[config.mk]
export PLATFORM = sky130hd
export DESIGN_NAME = seg_xlate_top
export DESIGN_NICKNAME = d
export VERILOG_FILES = /design/src/rtl/seg_xlate_pkg.sv /design/src/rtl/seg_table_regs.sv /design/src/rtl/seg_check_chain.sv /design/src/rtl/seg_resp_stage.sv /design/src/rtl/seg_xlate_top.sv
export SDC_FILE = /design/constraint.sdc
export NUM_CORES = 1
export LEC_CHECK = 0
export BUFFER_PORTS_ARGS = -buffer_cell sky130_fd_sc_hd__buf_2
export CORE_MARGIN = 2
export CORE_UTILIZATION = 53
export DETAILED_ROUTE_END_ITERATION = 6
export PLACE_DENSITY = 0.74
export SETUP_SLACK_MARGIN = 0.05
export SYNTH_ARGS = -nofsm -noshare
export SYNTH_HDL_FRONTEND = slang
export SYNTH_HIERARCHICAL = 1
export SYNTH_SLANG_ARGS = --single-unit
export TNS_END_PERCENT = 20
[constraint.sdc]
create_clock -name clk -period 3.1 [get_ports clk]
set_input_delay 0.62 -clock clk [delete_from_list [all_inputs] [get_ports clk]]
set_output_delay 0.62 -clock clk [all_outputs]
set_load 0.1 [all_outputs]
[src/rtl/seg_xlate_pkg.sv]
package seg_xlate_pkg;
  typedef logic [2:0] fault_t;
  typedef logic [1:0] acc_t;

  localparam fault_t FLT_NONE   = 3'd0;
  localparam fault_t FLT_RANGE  = 3'd1;
  localparam fault_t FLT_INVAL  = 3'd2;
  localparam fault_t FLT_LENGTH = 3'd3;
  localparam fault_t FLT_PERM   = 3'd4;

  localparam acc_t ACC_READ  = 2'd0;
  localparam acc_t ACC_WRITE = 2'd1;
  localparam acc_t ACC_EXEC  = 2'd2;

  localparam int PERM_RD = 0;
  localparam int PERM_WR = 1;
  localparam int PERM_EX = 2;
endpackage

[src/rtl/seg_table_regs.sv]
module seg_table_regs #(
  parameter int SEG_W = 3,
  parameter int OFF_W = 8,
  parameter int PA_W  = 12
) (
  input  logic             clk,
  input  logic             rst_n,
  input  logic             we,
  input  logic             sel,
  input  logic [SEG_W-1:0] idx,
  input  logic [PA_W-1:0]  wbase,
  input  logic [OFF_W:0]   wlen,
  input  logic             wvalid,
  input  logic [2:0]       wperm,
  input  logic [SEG_W:0]   wcount,
  input  logic [SEG_W-1:0] rd_idx,
  output logic [PA_W-1:0]  rd_base,
  output logic [OFF_W:0]   rd_len,
  output logic             rd_valid,
  output logic [2:0]       rd_perm,
  output logic [SEG_W:0]   count
);
  localparam int NSEG = 1 << SEG_W;

  logic [PA_W-1:0] base_q  [NSEG];
  logic [OFF_W:0]  len_q   [NSEG];
  logic            valid_q [NSEG];
  logic [2:0]      perm_q  [NSEG];

  // One register set per entry; entries are written one at a time.
  for (genvar g = 0; g < NSEG; g++) begin : g_entry
    always_ff @(posedge clk or negedge rst_n) begin
      if (!rst_n) begin
        base_q[g]  <= '0;
        len_q[g]   <= '0;
        valid_q[g] <= 1'b0;
        perm_q[g]  <= '0;
      end else if (we && !sel && idx == SEG_W'(g)) begin
        base_q[g]  <= wbase;
        len_q[g]   <= wlen;
        valid_q[g] <= wvalid;
        perm_q[g]  <= wperm;
      end
    end
  end

  always_ff @(posedge clk or negedge rst_n) begin
    if (!rst_n)
      count <= '0;
    else if (we && sel)
      count <= wcount;
  end

  assign rd_base  = base_q[rd_idx];
  assign rd_len   = len_q[rd_idx];
  assign rd_valid = valid_q[rd_idx];
  assign rd_perm  = perm_q[rd_idx];
endmodule

[src/rtl/seg_check_chain.sv]
module seg_check_chain
  import seg_xlate_pkg::*;
#(
  parameter int SEG_W = 3,
  parameter int OFF_W = 8,
  parameter int PA_W  = 12
) (
  input  logic [SEG_W-1:0] seg,
  input  logic [OFF_W-1:0] off,
  input  acc_t             acc,
  input  logic [SEG_W:0]   count,
  input  logic [PA_W-1:0]  base,
  input  logic [OFF_W:0]   len,
  input  logic             valid,
  input  logic [2:0]       perm,
  output fault_t           fault,
  output logic [PA_W-1:0]  paddr
);
  localparam int EXT_W = PA_W - OFF_W;

  logic in_range, in_len, allowed;

  assign in_range = {1'b0, seg} < count;
  assign in_len   = {1'b0, off} < len;

  always_comb begin
    case (acc)
      ACC_READ:  allowed = perm[PERM_RD];
      ACC_WRITE: allowed = perm[PERM_WR];
      ACC_EXEC:  allowed = perm[PERM_EX];
      default:   allowed = 1'b0;
    endcase
  end

  always_comb begin
    fault = FLT_NONE;
    paddr = '0;
    if (!in_range)      fault = FLT_RANGE;
    else if (!valid)    fault = FLT_INVAL;
    else if (!in_len)   fault = FLT_LENGTH;
    else if (!allowed)  fault = FLT_PERM;
    else                paddr = base + {{EXT_W{1'b0}}, off};
  end
endmodule

[src/rtl/seg_resp_stage.sv]
module seg_resp_stage
  import seg_xlate_pkg::*;
#(
  parameter int PA_W = 12
) (
  input  logic            clk,
  input  logic            rst_n,
  input  logic            in_valid,
  output logic            in_ready,
  input  fault_t          in_fault,
  input  logic [PA_W-1:0] in_paddr,
  output logic            out_valid,
  input  logic            out_ready,
  output fault_t          out_fault,
  output logic [PA_W-1:0] out_paddr
);
  assign in_ready = !out_valid || out_ready;

  always_ff @(posedge clk or negedge rst_n) begin
    if (!rst_n) begin
      out_valid <= 1'b0;
      out_fault <= FLT_NONE;
      out_paddr <= '0;
    end else if (in_ready) begin
      out_valid <= in_valid;
      if (in_valid) begin
        out_fault <= in_fault;
        out_paddr <= in_paddr;
      end
    end
  end
endmodule

[src/rtl/seg_xlate_top.sv]
module seg_xlate_top
  import seg_xlate_pkg::*;
#(
  parameter int SEG_W = 3,
  parameter int OFF_W = 8,
  parameter int PA_W  = 12
) (
  input  logic             clk,
  input  logic             rst_n,
  input  logic             cfg_we,
  input  logic             cfg_sel,
  input  logic [SEG_W-1:0] cfg_idx,
  input  logic [PA_W-1:0]  cfg_base,
  input  logic [OFF_W:0]   cfg_len,
  input  logic             cfg_valid,
  input  logic [2:0]       cfg_perm,
  input  logic [SEG_W:0]   cfg_count,
  input  logic             req_valid,
  output logic             req_ready,
  input  logic [SEG_W-1:0] req_seg,
  input  logic [OFF_W-1:0] req_off,
  input  logic [1:0]       req_acc,
  output logic             rsp_valid,
  input  logic             rsp_ready,
  output logic [PA_W-1:0]  rsp_paddr,
  output logic [2:0]       rsp_fault
);
  logic [PA_W-1:0] ent_base;
  logic [OFF_W:0]  ent_len;
  logic            ent_valid;
  logic [2:0]      ent_perm;
  logic [SEG_W:0]  seg_count;
  fault_t          chk_fault;
  logic [PA_W-1:0] chk_paddr;

  seg_table_regs #(.SEG_W(SEG_W), .OFF_W(OFF_W), .PA_W(PA_W)) u_tab (
    .clk      (clk),
    .rst_n    (rst_n),
    .we       (cfg_we),
    .sel      (cfg_sel),
    .idx      (cfg_idx),
    .wbase    (cfg_base),
    .wlen     (cfg_len),
    .wvalid   (cfg_valid),
    .wperm    (cfg_perm),
    .wcount   (cfg_count),
    .rd_idx   (req_seg),
    .rd_base  (ent_base),
    .rd_len   (ent_len),
    .rd_valid (ent_valid),
    .rd_perm  (ent_perm),
    .count    (seg_count)
  );

  seg_check_chain #(.SEG_W(SEG_W), .OFF_W(OFF_W), .PA_W(PA_W)) u_chk_chain (
    .seg   (req_seg),
    .off   (req_off),
    .acc   (req_acc),
    .count (seg_count),
    .base  (ent_base),
    .len   (ent_len),
    .valid (ent_valid),
    .perm  (ent_perm),
    .fault (chk_fault),
    .paddr (chk_paddr)
  );

  seg_resp_stage #(.PA_W(PA_W)) u_rsp (
    .clk       (clk),
    .rst_n     (rst_n),
    .in_valid  (req_valid),
    .in_ready  (req_ready),
    .in_fault  (chk_fault),
    .in_paddr  (chk_paddr),
    .out_valid (rsp_valid),
    .out_ready (rsp_ready),
    .out_fault (rsp_fault),
    .out_paddr (rsp_paddr)
  );
endmodule

Word-level counts from Yosys, hierarchy flattened
Index checks and enable logic that the tools add are counted.
Widths: inputs -> output; s select.
{ "word_totals": {"register_bits": 220, "output_inout_bits": 17, "elab_cells": 87} }
{ "op_classes": {"add_sub_neg": 1, "n_lt_le_gt_ge": 3, "eq_ne": 9, "muxes": 21, "bitwise_logic": 1, "n_reduce_logical": 16} }
{ "op_table": {"columns": ["op", "count"], "rows": [
  ["$mux 12", 6],
  ["$bmux 12 s3", 1],
  ["$bmux 9 s3", 1],
  ["$mux 3", 6],
  ["$mux 9", 2],
  ["$add 12x8->12", 1],
  ["$eq 3x3->1 const B", 4],
  ["$logic_and 1x1->1", 10],
  ["$bmux 3 s3", 1],
  ["$lt 8x9->1", 1],
  ["$eq 3x2->1 const B", 2],
  ["$ge 4x4->1 const B", 1],
  ["$lt 3x4->1", 1],
  ["$not 3->4", 1],
  ["$bmux 1 s3", 1],
  ["$eq 3x1->1 const B", 1],
  ["$logic_not 3->1", 1],
  ["$pmux 1 s3", 1],
  ["$eq 2x1->1 const B", 1],
  ["$eq 2x2->1 const B", 1],
  ["$logic_not 1->1", 2],
  ["$logic_not 2->1", 1],
  ["$mux 1", 2],
  ["$reduce_and 2->1", 1],
  ["$logic_or 1x1->1", 1]
]} }

Longest topological paths before layout
Gate-level depths: netlist (run 1).
{ "depth": {"ltp_word": 9, "ltp_mapped": 13, "ltp_nobuf": 10} }

Modules after synthesis
The synthesis (run 1) kept the hierarchy.
{ "by_module_without_submodules": {"columns": ["module", "instances", "cells_each", "area_per_inst_um2", "seq_area_each_um2"], "rows": [
  ["seg_table_regs", 1, 531, 9208.8, 5104.9],
  ["seg_check_chain", 1, 126, 843.3, 0.0],
  ["seg_resp_stage", 1, 35, 659.4, 400.4]
]} }

Worst setup path before layout (run 1)
Ideal clock, no wire load.
{ "synth_timing": {"path_kind": "input to register", "start": "input req_seg[0]", "end": "register u_rsp.out_paddr[8]", "arrival_ns": 3.657, "path_slack_ns": -0.683, "stages": 12, "n_path_buf": 2, "path_cell_list": "clkbuf_1 -> buf_2 -> mux4_2 -> mux2_2 -> ha_1 -> fa_1 -> a211oi_2 -> nor2_1 -> or4b_4 -> a21oi_1 -> a311oi_1 -> mux2_4"} }
{ "synth_via": {"elab_chain_len": 9, "word_cells_on_any_way": 21, "classes_between": "add/sub: 1; order compare: 2; mux: 17; bitwise: 1"} }
{ "synth_lines": {"columns": ["item", "line", "text"], "rows": [
  ["from (decl)", "seg_xlate_top.sv:20", "input logic [SEG_W-1:0] req_seg,"],
  ["$not 3->4 (not written as such)", "seg_table_regs.sv:54", "assign rd_base = base_q[rd_idx];"],
  ["$bmux 12 s3", "seg_table_regs.sv:54", null],
  ["$mux 12 (not written as such) (2 in series)", "seg_table_regs.sv:54", null],
  ["via ent_base[0]", "seg_xlate_top.sv:28", "logic [PA_W-1:0] ent_base;"],
  ["$add 12x8->12", "seg_check_chain.sv:42", "else paddr = base + {{EXT_W{1'b0}}, off};"],
  ["$mux 12", "seg_check_chain.sv:41", "else if (!allowed) fault = FLT_PERM;"],
  ["$mux 12", "seg_check_chain.sv:40", "else if (!in_len) fault = FLT_LENGTH;"],
  ["$mux 12", "seg_check_chain.sv:39", "else if (!valid) fault = FLT_INVAL;"],
  ["$mux 12", "seg_check_chain.sv:38", "if (!in_range) fault = FLT_RANGE;"],
  ["via chk_paddr[8]", "seg_xlate_top.sv:34", "logic [PA_W-1:0] chk_paddr;"],
  ["to (signal assigned)", "seg_resp_stage.sv:28", "out_paddr <= in_paddr;"],
  ["to (decl)", "seg_resp_stage.sv:15", "output logic [PA_W-1:0] out_paddr"]
]} }
The timed path passes the listed nets, and every way through them passes these cells. The select of a mux whose other input is x is not followed.
A chain may end at the register's enable or synchronous reset.

Worst setup path in the final report (run 1)
{ "layout_timing": {"start": "register u_tab/base_q[84] (netlist name)", "end": "register u_rsp.out_paddr[8]"} }
{ "layout_via": {"elab_chain_len": 8} }
{ "layout_lines": {"columns": ["item", "line", "text"], "rows": [
  ["from (decl)", "seg_table_regs.sv:25", "logic [PA_W-1:0] base_q [NSEG];"],
  ["from (signal, indexed assignment)", "seg_table_regs.sv:39", "base_q[g] <= wbase;"],
  ["$bmux 12 s3", "seg_table_regs.sv:54", null],
  ["$mux 12 (not written as such) (2 in series)", "seg_table_regs.sv:54", null],
  ["via ent_base[0]", "seg_xlate_top.sv:28", null],
  ["$add 12x8->12", "seg_check_chain.sv:42", null],
  ["$mux 12", "seg_check_chain.sv:41", null],
  ["$mux 12", "seg_check_chain.sv:40", null],
  ["$mux 12", "seg_check_chain.sv:39", null],
  ["$mux 12", "seg_check_chain.sv:38", null],
  ["via chk_paddr[8]", "seg_xlate_top.sv:34", null]
]} }
The timed path passes the listed nets, and every way through them passes these cells. The select of a mux whose other input is x is not followed.

==> results.ini, run 1 <==
[outcome]
run_status=finished clean

[yosys]
seq_area_frac_synth_pct=51.4
syn_inst=692
synth_ff_type=dfrtp_1
syn-num-nets=761
async_reset_ff_share_pct=100
synthesis.area_um2=10700
synth_cell_types=54
ys_seq_elements=220
synth_warnings=6
synth-edff-count=0
syn_avg_cell_area_um2=15.5

[worst_setup_path]
slowest_delay_ps=500
cp_common_cell=mux2_4
path_cells=mux4_2 -> mux2_4 -> ha_4 -> fa_2 -> a211oi_2 -> nor2_1 -> or4b_4 -> a21oi_2 -> a311oi_1 -> mux2_4
crit_path_end_kind=flip-flop
worstSetupPathType=reg2reg
cp-start-kind=flip-flop
cp_slowest_cell=or4b_4
reg2reg_depth=10
cp.arrival_ps=3450
critPathMaxFanout=3
cp.required_ps=3500
r2r_slack_ps=60
r2r_start=u_tab/base_q[84]$_DFFE_PN0P_
worst_r2r_endpoint=u_rsp/out_paddr[8]$_DFFE_PN0P_

[die]
die_width_um=146
dieArea_um2=21400
pin_count=68
row_count=52
initial_utilization_pct=53.5
core_um2=20000
die_y_um=146

[timing]
worst_slew_pin_slew_ps=621
maxSlewHeadroom_pct=58.6
period_share_pct=98.2
fin_crit_ps=3040
setup_viol=0
fin_skew_ps=25.1
hold_viol=0
timing.fmax_ghz=0.329
rsz0062_at_grt=true
worst_slack_ps=56.5
slew_viol_final=0

[layout]
nets=872
final_area_um2=12500
layout.cells.most_common=dfrtp_1
syn_to_final_growth_pct=16.9
layout_common_cells=220 x dfrtp_1, 218 x mux2_2, 65 x buf_2
n_antenna_cell=0
drive_gt1_share_pct=56.2
fin_cells=1087

[clock_tree]
cts_tree=built
cts.sink_count=220
cts_buffers=25
htreeDepth=1
clk_pin_slew_worst_paths_ps=60
cts_setup_buffers=0
clock-root-buffer=clkbuf_16
cts_hold_buf=0
cts.path.max_buffers=3
clkLatencyLatePin_ps=520

[power]
clockPowerShare_pct=32.9
max-vdd-ir-drop_v=0.000530
switchingPower_mw=2.47
leakagePower_nw=5.64
pwr-share-seq_pct=42.4
p_per_area_nw_per_um2=726
internal_power_mw=6.61
finalPower_mw=9.09
switching_share_pct=27.2
comb_power_share_pct=24.7

[place]
placed_area_um2=11600
gp_congestion=0.949
pre_cts_ws_ps=-490
dp.cells=1046
port_buffers=67
dp_hpwl_mm=15.9

[detailed_routing]
drtPass1Iterations=4
wire_per_inst_um=21.8
vias_per_cell=5.79
drc=0
vias=6290
dr.first_iter.drc_count=275
finalWirelength_mm=23.7
antenna_left=0

[global_route]
antenna_found_initial=0
grt_pass1_wl_mm=38.0
grt_overflow_total=0
grt_pass1_vias=7062
grt_max_degree=75
gr-usage-all-layers_pct=22.7

[job]
maxCapViolCount=0

[worst_hold_path]
min_path_type=in2async

-- kinds of logic after synthesis --
logic type,Yosys count,synth area share [%]
AND/OR/NAND/NOR,58,3.77
flip-flops,220,51.4
adder cells (fa/ha/maj),18,2.17
AO/OA/AOI/OAI,43,2.59
XOR/XNOR,4,0.327
buffers and inverters,54,3.13
multiplexers,295,36.6
-- cell usage after synthesis (2+ instances only) --
cell type | count | area, µm²
a211oi_1 | 4 | 30.0
mux2_4 | 10 | 150
nand2_1 | 5 | 18.8
buf_2 | 12 | 60.1
o22ai_1 | 2 | 12.5
or3_1 | 2 | 12.5
nor3_1 | 3 | 15.0
o21ai_0 | 12 | 60.1
nand3_1 | 6 | 30.0
clkbuf_1 | 10 | 37.5
xnor2_1 | 2 | 17.5
nor3b_1 | 4 | 30.0
dfrtp_1 | 220 | 5510
mux2_1 | 14 | 158
mux2_2 | 220 | 2480
nor2_1 | 18 | 67.6
buf_12 | 3 | 60.1
nand2b_1 | 3 | 18.8
buf_6 | 7 | 78.8
buf_4 | 4 | 30.0
nand3b_4 | 3 | 60.1
a21oi_1 | 11 | 55.1
xor2_1 | 2 | 17.5
a31oi_1 | 3 | 18.8
nor3b_4 | 3 | 56.3
mux4_2 | 50 | 1130
inv_1 | 16 | 60.1
ha_1 | 17 | 213
-- sequential cells by signal, indices dropped and copies added, names as in the netlist --
signal,count
u_tab/len_q,72
u_tab/perm_q,24
u_tab/valid_q,8
u_rsp/out_paddr,12
u_tab/base_q,96
u_rsp/out_valid,1
u_tab/count,4
u_rsp/out_fault,3
-- layer usage --
layer | vias up | wire length, µm | GRT usage [%]
li1 | 2813 | - | -
met4 | 0 | 488 | 6.21
met1 | 3307 | 9860 | 28.9
met5 | - | 0 | 0
met2 | 135 | 12200 | 40.1
met3 | 35 | 1150 | 4.22
-- layout make-up --
cell class,count,area (µm²)
fillers,1476,7520
flip-flops and latches,220,5510
multi-input cells,418,4920
repair buffers,122,846
clock buffers,38,754
well taps,270,338
clock inverters,3,90.1
inverters,16,60.1
-- timing repair --
item | 4_1_cts | 5_1_grt
gates cloned | 0 | 0
resized for setup | 0 | 7
pin swaps | 0 | 3
endpoints found under the setup margin | 3 | 12
-- worst max path at each step --
stage                                            start                             end  slack [ps]  cells past startpoint
after CTS                 u_tab/base_q[24]$_DFFE_PN0P_  u_rsp/out_paddr[8]$_DFFE_PN0P_          20                     10
final                     u_tab/base_q[84]$_DFFE_PN0P_  u_rsp/out_paddr[8]$_DFFE_PN0P_          60                     10
after global routing      u_tab/base_q[24]$_DFFE_PN0P_  u_rsp/out_paddr[8]$_DFFE_PN0P_           4                     10
after floorplan                             req_seg[0]  u_rsp/out_paddr[8]$_DFFE_PN0P_        -400                     12
after global placement                      req_seg[0]  u_rsp/out_paddr[8]$_DFFE_PN0P_        -460                     14
after detailed placement                    req_seg[0]  u_rsp/out_paddr[8]$_DFFE_PN0P_        -490                     14
-- worst max-delay path, delay by kind of cell (launching register included) --
family	cells	cell delay [ps]
AND/OR/NAND/NOR	2	590
AO/OA/AOI/OAI	3	380
adder cells (fa/ha/maj)	2	540
flip-flops	1	390
multiplexers	3	1040
-- metrics by stage --
step	hold WS (ps)	setup TNS, ps	util [%]
6_report	113	0	62.5
4_1_cts	131	0	62.3
2_1_floorplan	324	-2280	-
3_5_place_dp	480	-6360	58.1
3_3_place_gp	462	-5830	58.1
5_1_grt	156	0	62.5
-- power by group through the flow --
| stage | clock (mW) | combinational, mW | sequential [mW] |
|---|---|---|---|
| 6_report | 2.99 | 2.24 | 3.85 |
| 5_1_grt | 3.19 | 2.42 | 3.92 |
| 4_1_cts | 3.06 | 2.24 | 3.85 |
| 3_5_place_dp | 0 | 2.23 | 3.89 |
| 3_3_place_gp | 0 | 2.13 | 3.83 |
| 2_1_floorplan | 0 | 1.44 | 3.99 |
Power figures use the tool's default switching activity.
==> run 2, diff against run 1 <==
CAP_MARGIN = 20   (was default)
REMOVE_ABC_BUFFERS = 1   (was default)
==> run 2 against run 1 <==
Against the previous run: clock skew is 11 ps lower; sequential power hardly changed; critical path type unchanged; highest routed layer is now met5; global-route usage is 0.83 points higher; design area is 0.13% higher; via count is 1.5% higher; clock power is 6.7% lower; total power is 1.6% lower; clock-buffer cell count is 1 lower; hold slack better by 23 ps.
==> results.ini, run 2 (synthesis gave the netlist of run 1 again) <==
[timing]
timing.fmax_ghz=0.328  ; -0.31%
period_share_pct=98.5  ; +0.30 points
hold_viol=0  ; unchanged
worst_slew_pin_slew_ps=750  ; +129 ps
holdWs_ps=136  ; +22.6 ps
slew_viol_final=0  ; unchanged
setup_viol=0  ; unchanged
rsz0062_at_grt=true
fin_crit_ps=3050  ; +9.45 ps
maxSlewHeadroom_pct=49.5  ; -9.1 points
finalSetupTns_ps=0  ; unchanged
fin_skew_ps=13.6  ; -11.5 ps

[layout]
nets=879  ; +0.80%
nFillCells=1504  ; +1.9%
fin_cells=1099  ; +1.1%
top_regs=u_tab/base_q (96), u_tab/len_q (72), u_tab/perm_q (24)
syn_to_final_growth_pct=17.0
regMostFlops=u_tab/base_q
layout_common_cells=220 x mux2_2, 220 x dfrtp_1, 65 x buf_2
largest_register_ff_count=96  ; unchanged
drive_gt1_share_pct=56.9  ; +0.70 points
final_area_um2=12500  ; +0.13%

[clock_tree]
cts.sink_count=220  ; unchanged
clock-root-buffer=clkbuf_16
clkLatencyLatePin_ps=510  ; about the same
htreeDepth=1  ; unchanged
cts_tree=built
cts_buffers=25  ; unchanged
cts.path.max_buffers=3  ; unchanged
clk_pin_slew_worst_paths_ps=60  ; about the same
cts_hold_buf=0  ; unchanged

[global_route]
grt_pass1_wl_mm=39.4  ; +3.7%
gr-usage-all-layers_pct=23.5  ; +0.83 points
antenna_found_initial=2  ; +2
grt_pass1_vias=7228  ; +2.4%
grt_max_degree=78  ; +4.0%
grt_overflow_total=0  ; unchanged

[detailed_routing]
vias_per_cell=5.81  ; +0.43%
drtPass1Iterations=4  ; unchanged
dr.first_iter.drc_count=393  ; +43%
wire_per_inst_um=22.2  ; +2.0%
drc=0  ; unchanged
vias=6387  ; +1.5%
finalWirelength_mm=24.4  ; +3.1%
antenna_left=0  ; unchanged

[job]
maxCapViolCount=0  ; unchanged

[place]
gp_congestion=0.895  ; -5.8%
placed_area_um2=11600  ; -0.23%
port_buffers=67  ; unchanged
dp.cells=1051  ; +0.48%
dp_hpwl_mm=15.9  ; +0.15%

[worst_setup_path]
worstSetupPathType=reg2reg
path_cells=mux4_2 -> mux2_2 -> ha_2 -> fa_2 -> a211oi_2 -> nor2_1 -> or4b_4 -> a21oi_2 -> a311oi_1 -> mux2_4
slowest_delay_ps=500  ; about the same
cp_slowest_cell=or4b_4
critPathMaxFanout=3  ; unchanged
cp.arrival_ps=3450  ; about the same
cp.required_ps=3500  ; about the same
crit_path_end_kind=flip-flop
cp-start-kind=flip-flop

[power]
leakagePower_nw=5.64  ; about the same
finalPower_mw=8.94  ; -1.6%
p_per_area_nw_per_um2=713  ; -1.8%
max-vdd-ir-drop_v=0.000435  ; -18%

[die]
core_um2=20000  ; unchanged
dieArea_um2=21400  ; unchanged
row_count=52  ; unchanged
die_y_um=146  ; unchanged
pin_count=68  ; unchanged
initial_utilization_pct=53.5  ; unchanged
die_width_um=146  ; unchanged

[worst_hold_path]
min_path_type=in2async

[outcome]
run_status=finished clean

==> run 2: repair_timing <==
action                     4_1_cts  5_1_grt
gates cloned                     0        0
setup endpoints to repair        4       10
pin swaps                        0        2
gates resized for setup          4       22
setup buffers                    0        2
==> run 2: final timing paths <==
kind                                               from                        endpoint  slack (ps)  depth (start not counted)
max in group asynchronous                         rst_n     u_tab/len_q[13]$_DFFE_PN0P_        2120                          2
max reg2reg                u_tab/base_q[60]$_DFFE_PN0P_  u_rsp/out_paddr[8]$_DFFE_PN0P_          50                         10
min reg2reg                 u_tab/len_q[57]$_DFFE_PN0P_     u_tab/len_q[57]$_DFFE_PN0P_         490                          1
min in group clk                           cfg_count[3]      u_tab/count[3]$_DFFE_PN0P_         350                          2
min                                               rst_n      u_tab/count[1]$_DFFE_PN0P_         140                          1
max                        u_tab/base_q[60]$_DFFE_PN0P_  u_rsp/out_paddr[8]$_DFFE_PN0P_          50                         10
==> run 2: critical path, delay by kind of cell, from the launching register on <==
family	cells	cell delay [ps]
AOI/OAI and AO/OA	3	390
adders and majority gates	2	550
DFF	1	390
muxes	3	1010
and+or+nand+nor	2	590
==> run 2: final cells by class <==
| type | instances | area (µm²) | share of cell area, % |
|---|---|---|---|
| diodes | 1 | 2.50 | 0.0200 |
| clock buffers | 37 | 721 | 5.75 |
| clock inverters | 8 | 67.6 | 0.539 |
| inverters | 16 | 60.1 | 0.479 |
| multi-input cells | 418 | 4930 | 39.3 |
| flip-flops and latches | 220 | 5510 | 43.9 |
| well taps | 270 | 338 | 2.70 |
| repair buffers | 129 | 908 | 7.25 |
==> run 2: where the power goes <==
group / total [mW] / switching [mW] / internal (mW)
Clock: 2.79 / 1.11 / 1.68
Sequential: 3.86 / 0.339 / 3.52
Combinational: 2.29 / 1.07 / 1.22
Total: 8.94 / 2.52 / 6.42
==> run 2: stage by stage <==
stage               util [%]  setup slack (ps)
finish                  62.5              47.0
CTS                     62.0              26.0
global placement        57.9              -608
floorplan                  -              -200
detailed placement      57.9              -559
global route            62.5             -46.6
==> run 2: metal layers <==
| layer | wire length (µm) | global-route usage, % | vias up |
|---|---|---|---|
| met4 | 655 | 7.96 | 2 |
| met2 | 12600 | 41.3 | 168 |
| li1 | - | - | 2825 |
| met3 | 1100 | 2.94 | 48 |
| met1 | 10100 | 30.6 | 3344 |
| met5 | 13 | 0 | - |
==> run 3, diff against run 2 <==
CORE_UTILIZATION = 55   (was 53)
PLACE_DENSITY = 0.76   (was 0.74)
clock period = 2.7 ns   (was 3.1 ns; I/O delays follow)
==> run 3 against run 2 <==
Against the previous run: the run now ends with setup timing left; die area is 3.5% lower; design area hardly changed; clock skew is 5.7 ps lower; critical endpoint is now u_rsp/out_paddr[10]$_DFFE_PN0P_; largest cell class unchanged; wire length is 1.1% higher; sequential power is 15% higher; utilization is 2.5 points higher; first-iteration DRC count is 11% higher; combinational power is 17% higher; critical path type unchanged; sequential cell count stayed put; final cell count is 1.6% lower; largest power group unchanged.
==> results.ini, run 3 (synthesis gave the netlist of run 1 again) <==
[worst_setup_path]
crit_buf_inv=0  ; unchanged
worstSetupPathType=reg2reg
cp-start-kind=flip-flop
cp_slowest_cell=or4b_4
cp.arrival_ps=3500  ; +50 ps
slowest_delay_ps=510  ; about the same
crit_family=multiplexers
crit_path_end_kind=flip-flop
critPathMaxFanout=3  ; unchanged
path_cells=mux4_2 -> mux2_4 -> ha_4 -> fa_2 -> a211oi_2 -> nor2_1 -> or4b_4 -> a31o_1 -> a21oi_2 -> mux2_2
cp.required_ps=3140  ; -360 ps

[global_route]
gr-usage-all-layers_pct=24.3  ; +0.83 points
grt_pass1_wl_mm=38.4  ; -2.6%
grt_max_degree=86  ; +10%
grt_pass1_vias=6981  ; -3.4%
grt_overflow_total=0  ; unchanged
antenna_found_initial=0  ; -2

[layout]
layout.cells.most_common=dfrtp_1
fin_cells=1081  ; -1.6%
final_area_um2=12500  ; about the same
top_regs=u_tab/base_q (96), u_tab/len_q (72), u_tab/perm_q (24)
regMostFlops=u_tab/base_q
final_util_pct=65.1  ; +2.5 points
syn_to_final_growth_pct=17.0  ; about the same
drive_gt1_share_pct=57.8  ; +0.96 points
largest_register_ff_count=96  ; unchanged
n_antenna_cell=0  ; -1
nets=872  ; -0.80%
layout_common_cells=220 x dfrtp_1, 219 x mux2_2, 65 x buf_2

[clock_tree]
cts_buffers=23  ; -8.0%
htreeDepth=1  ; unchanged
clock-root-buffer=clkbuf_16
cts_tree=built
cts.sink_count=220  ; unchanged
clkLatencyLatePin_ps=500  ; about the same
cts.path.max_buffers=3  ; unchanged
clk_pin_slew_worst_paths_ps=60  ; about the same

[timing]
fin_crit_ps=3060  ; +8.15 ps
worst_slew_pin_slew_ps=650  ; -100 ps
period_share_pct=113  ; +15 points
slew_viol_final=0  ; unchanged
holdWs_ps=12.6  ; -123 ps
worst_slack_ps=-361  ; -408 ps
maxSlewHeadroom_pct=56.2  ; +6.7 points
hold_viol=0  ; unchanged
fin_skew_ps=7.94  ; -5.68 ps
timing.fmax_ghz=0.327  ; -0.27%
setup_viol=8  ; +8
rsz0062_at_grt=true

[detailed_routing]
finalWirelength_mm=24.7  ; +1.1%
drtPass1Iterations=5  ; +1
vias_per_cell=6.02  ; +3.6%
dr.first_iter.drc_count=438  ; +11%
wire_per_inst_um=22.8  ; +2.8%
antenna_left=0  ; unchanged
drc=0  ; unchanged
vias=6507  ; +1.9%

[outcome]
run_status=complete, but fails checks
violations=setup timing

[worst_hold_path]
min_path_type=in2async

[power]
clockPowerShare_pct=30.8  ; -0.5 points
finalPower_mw=10.3  ; +15%
pwr-share-seq_pct=43.2  ; about the same
p_per_area_nw_per_um2=819  ; +15%
internal_power_mw=7.38  ; +15%
comb_power_share_pct=26.0  ; +0.4 points
switchingPower_mw=2.89  ; +15%
switching_share_pct=28.2  ; about the same
max-vdd-ir-drop_v=0.000443  ; +2.0%
leakagePower_nw=5.62  ; -0.24%

[die]
initial_utilization_pct=55.6  ; +2.1 points
pin_count=68  ; unchanged
die_y_um=144  ; -1.8%
dieArea_um2=20600  ; -3.5%
row_count=51  ; -1.9%
die_width_um=144  ; -1.8%
core_um2=19300  ; -3.8%

[place]
gp_congestion=0.950  ; +6.2%
dp.cells=1035  ; -1.5%
port_buffers=67  ; unchanged
dp_hpwl_mm=15.6  ; -1.9%
placed_area_um2=11500  ; -0.55%

[job]
maxCapViolCount=0  ; unchanged

run 3: changes by cell type in the layout (fill, tap and decap cells not counted), moves of 4 or more:
cell	change
clkbuf_1	-5
a21oi_1	-4
a21oi_2	+4
buf_4	-4
clkinv_2	-4
run 3: final timing paths:
path	startpoint	to	slack, ps	cells past startpoint
setup / recovery	u_tab/base_q[84]$_DFFE_PN0P_	u_rsp/out_paddr[10]$_DFFE_PN0P_	-360	10
hold / removal	rst_n	u_tab/len_q[30]$_DFFE_PN0P_	10	1
setup reg to reg	u_tab/base_q[84]$_DFFE_PN0P_	u_rsp/out_paddr[10]$_DFFE_PN0P_	-360	10
hold reg to reg	u_tab/base_q[22]$_DFFE_PN0P_	u_tab/base_q[22]$_DFFE_PN0P_	480	1
max in group asynchronous	rst_n	u_tab/valid_q[4]$_DFFE_PN0P_	1870	2
min in group clk	cfg_count[1]	u_tab/count[1]$_DFFE_PN0P_	280	2
run 3: area by class of cell:
cell class / count / area [µm²]
tap: 265 / 332
timing repair buffer: 124 / 915
clock inverter: 6 / 85.1
clock buffer: 32 / 679
multi-input combinational: 418 / 4960
sequential: 220 / 5510
fill: 1356 / 6740
inverter: 16 / 60.1
run 3: metrics by stage:
stage	setup slack (ps)	setup TNS [ps]
after CTS	-309	-1840
after global placement	-816	-9710
final	-361	-1700
after global routing	-444	-2720
after floorplan	-520	-2310
after detailed placement	-873	-11260
run 3: timing repair:
| action | CTS | global route |
|---|---|---|
| setup endpoints to repair | 15 | 15 |
| gates cloned | 2 | 0 |
| buffers inserted | 3 | 3 |
| gates resized for setup | 12 | 16 |
| pin swaps | 3 | 4 |
| endpoints found under the hold margin | 0 | 0 |
| hold buffers | 0 | 0 |
run 3: power groups by stage:
stage                     sequential (mW)  clock, mW  combinational (mW)
after floorplan                      4.58          0                1.57
after global placement               4.40          0                2.40
after detailed placement             4.48          0                2.52
after CTS                            4.43       3.21                2.59
after global routing                 4.51       3.35                2.86
final                                4.44       3.16                2.67
run 3: per-layer routing:
layer	global-route usage, %	wire length [µm]	up-vias
met2	42.8	12800	203
met5	0	0	-
met4	6.35	433	0
li1	-	-	2805
met3	3.33	1060	41
met1	32.0	10400	3458
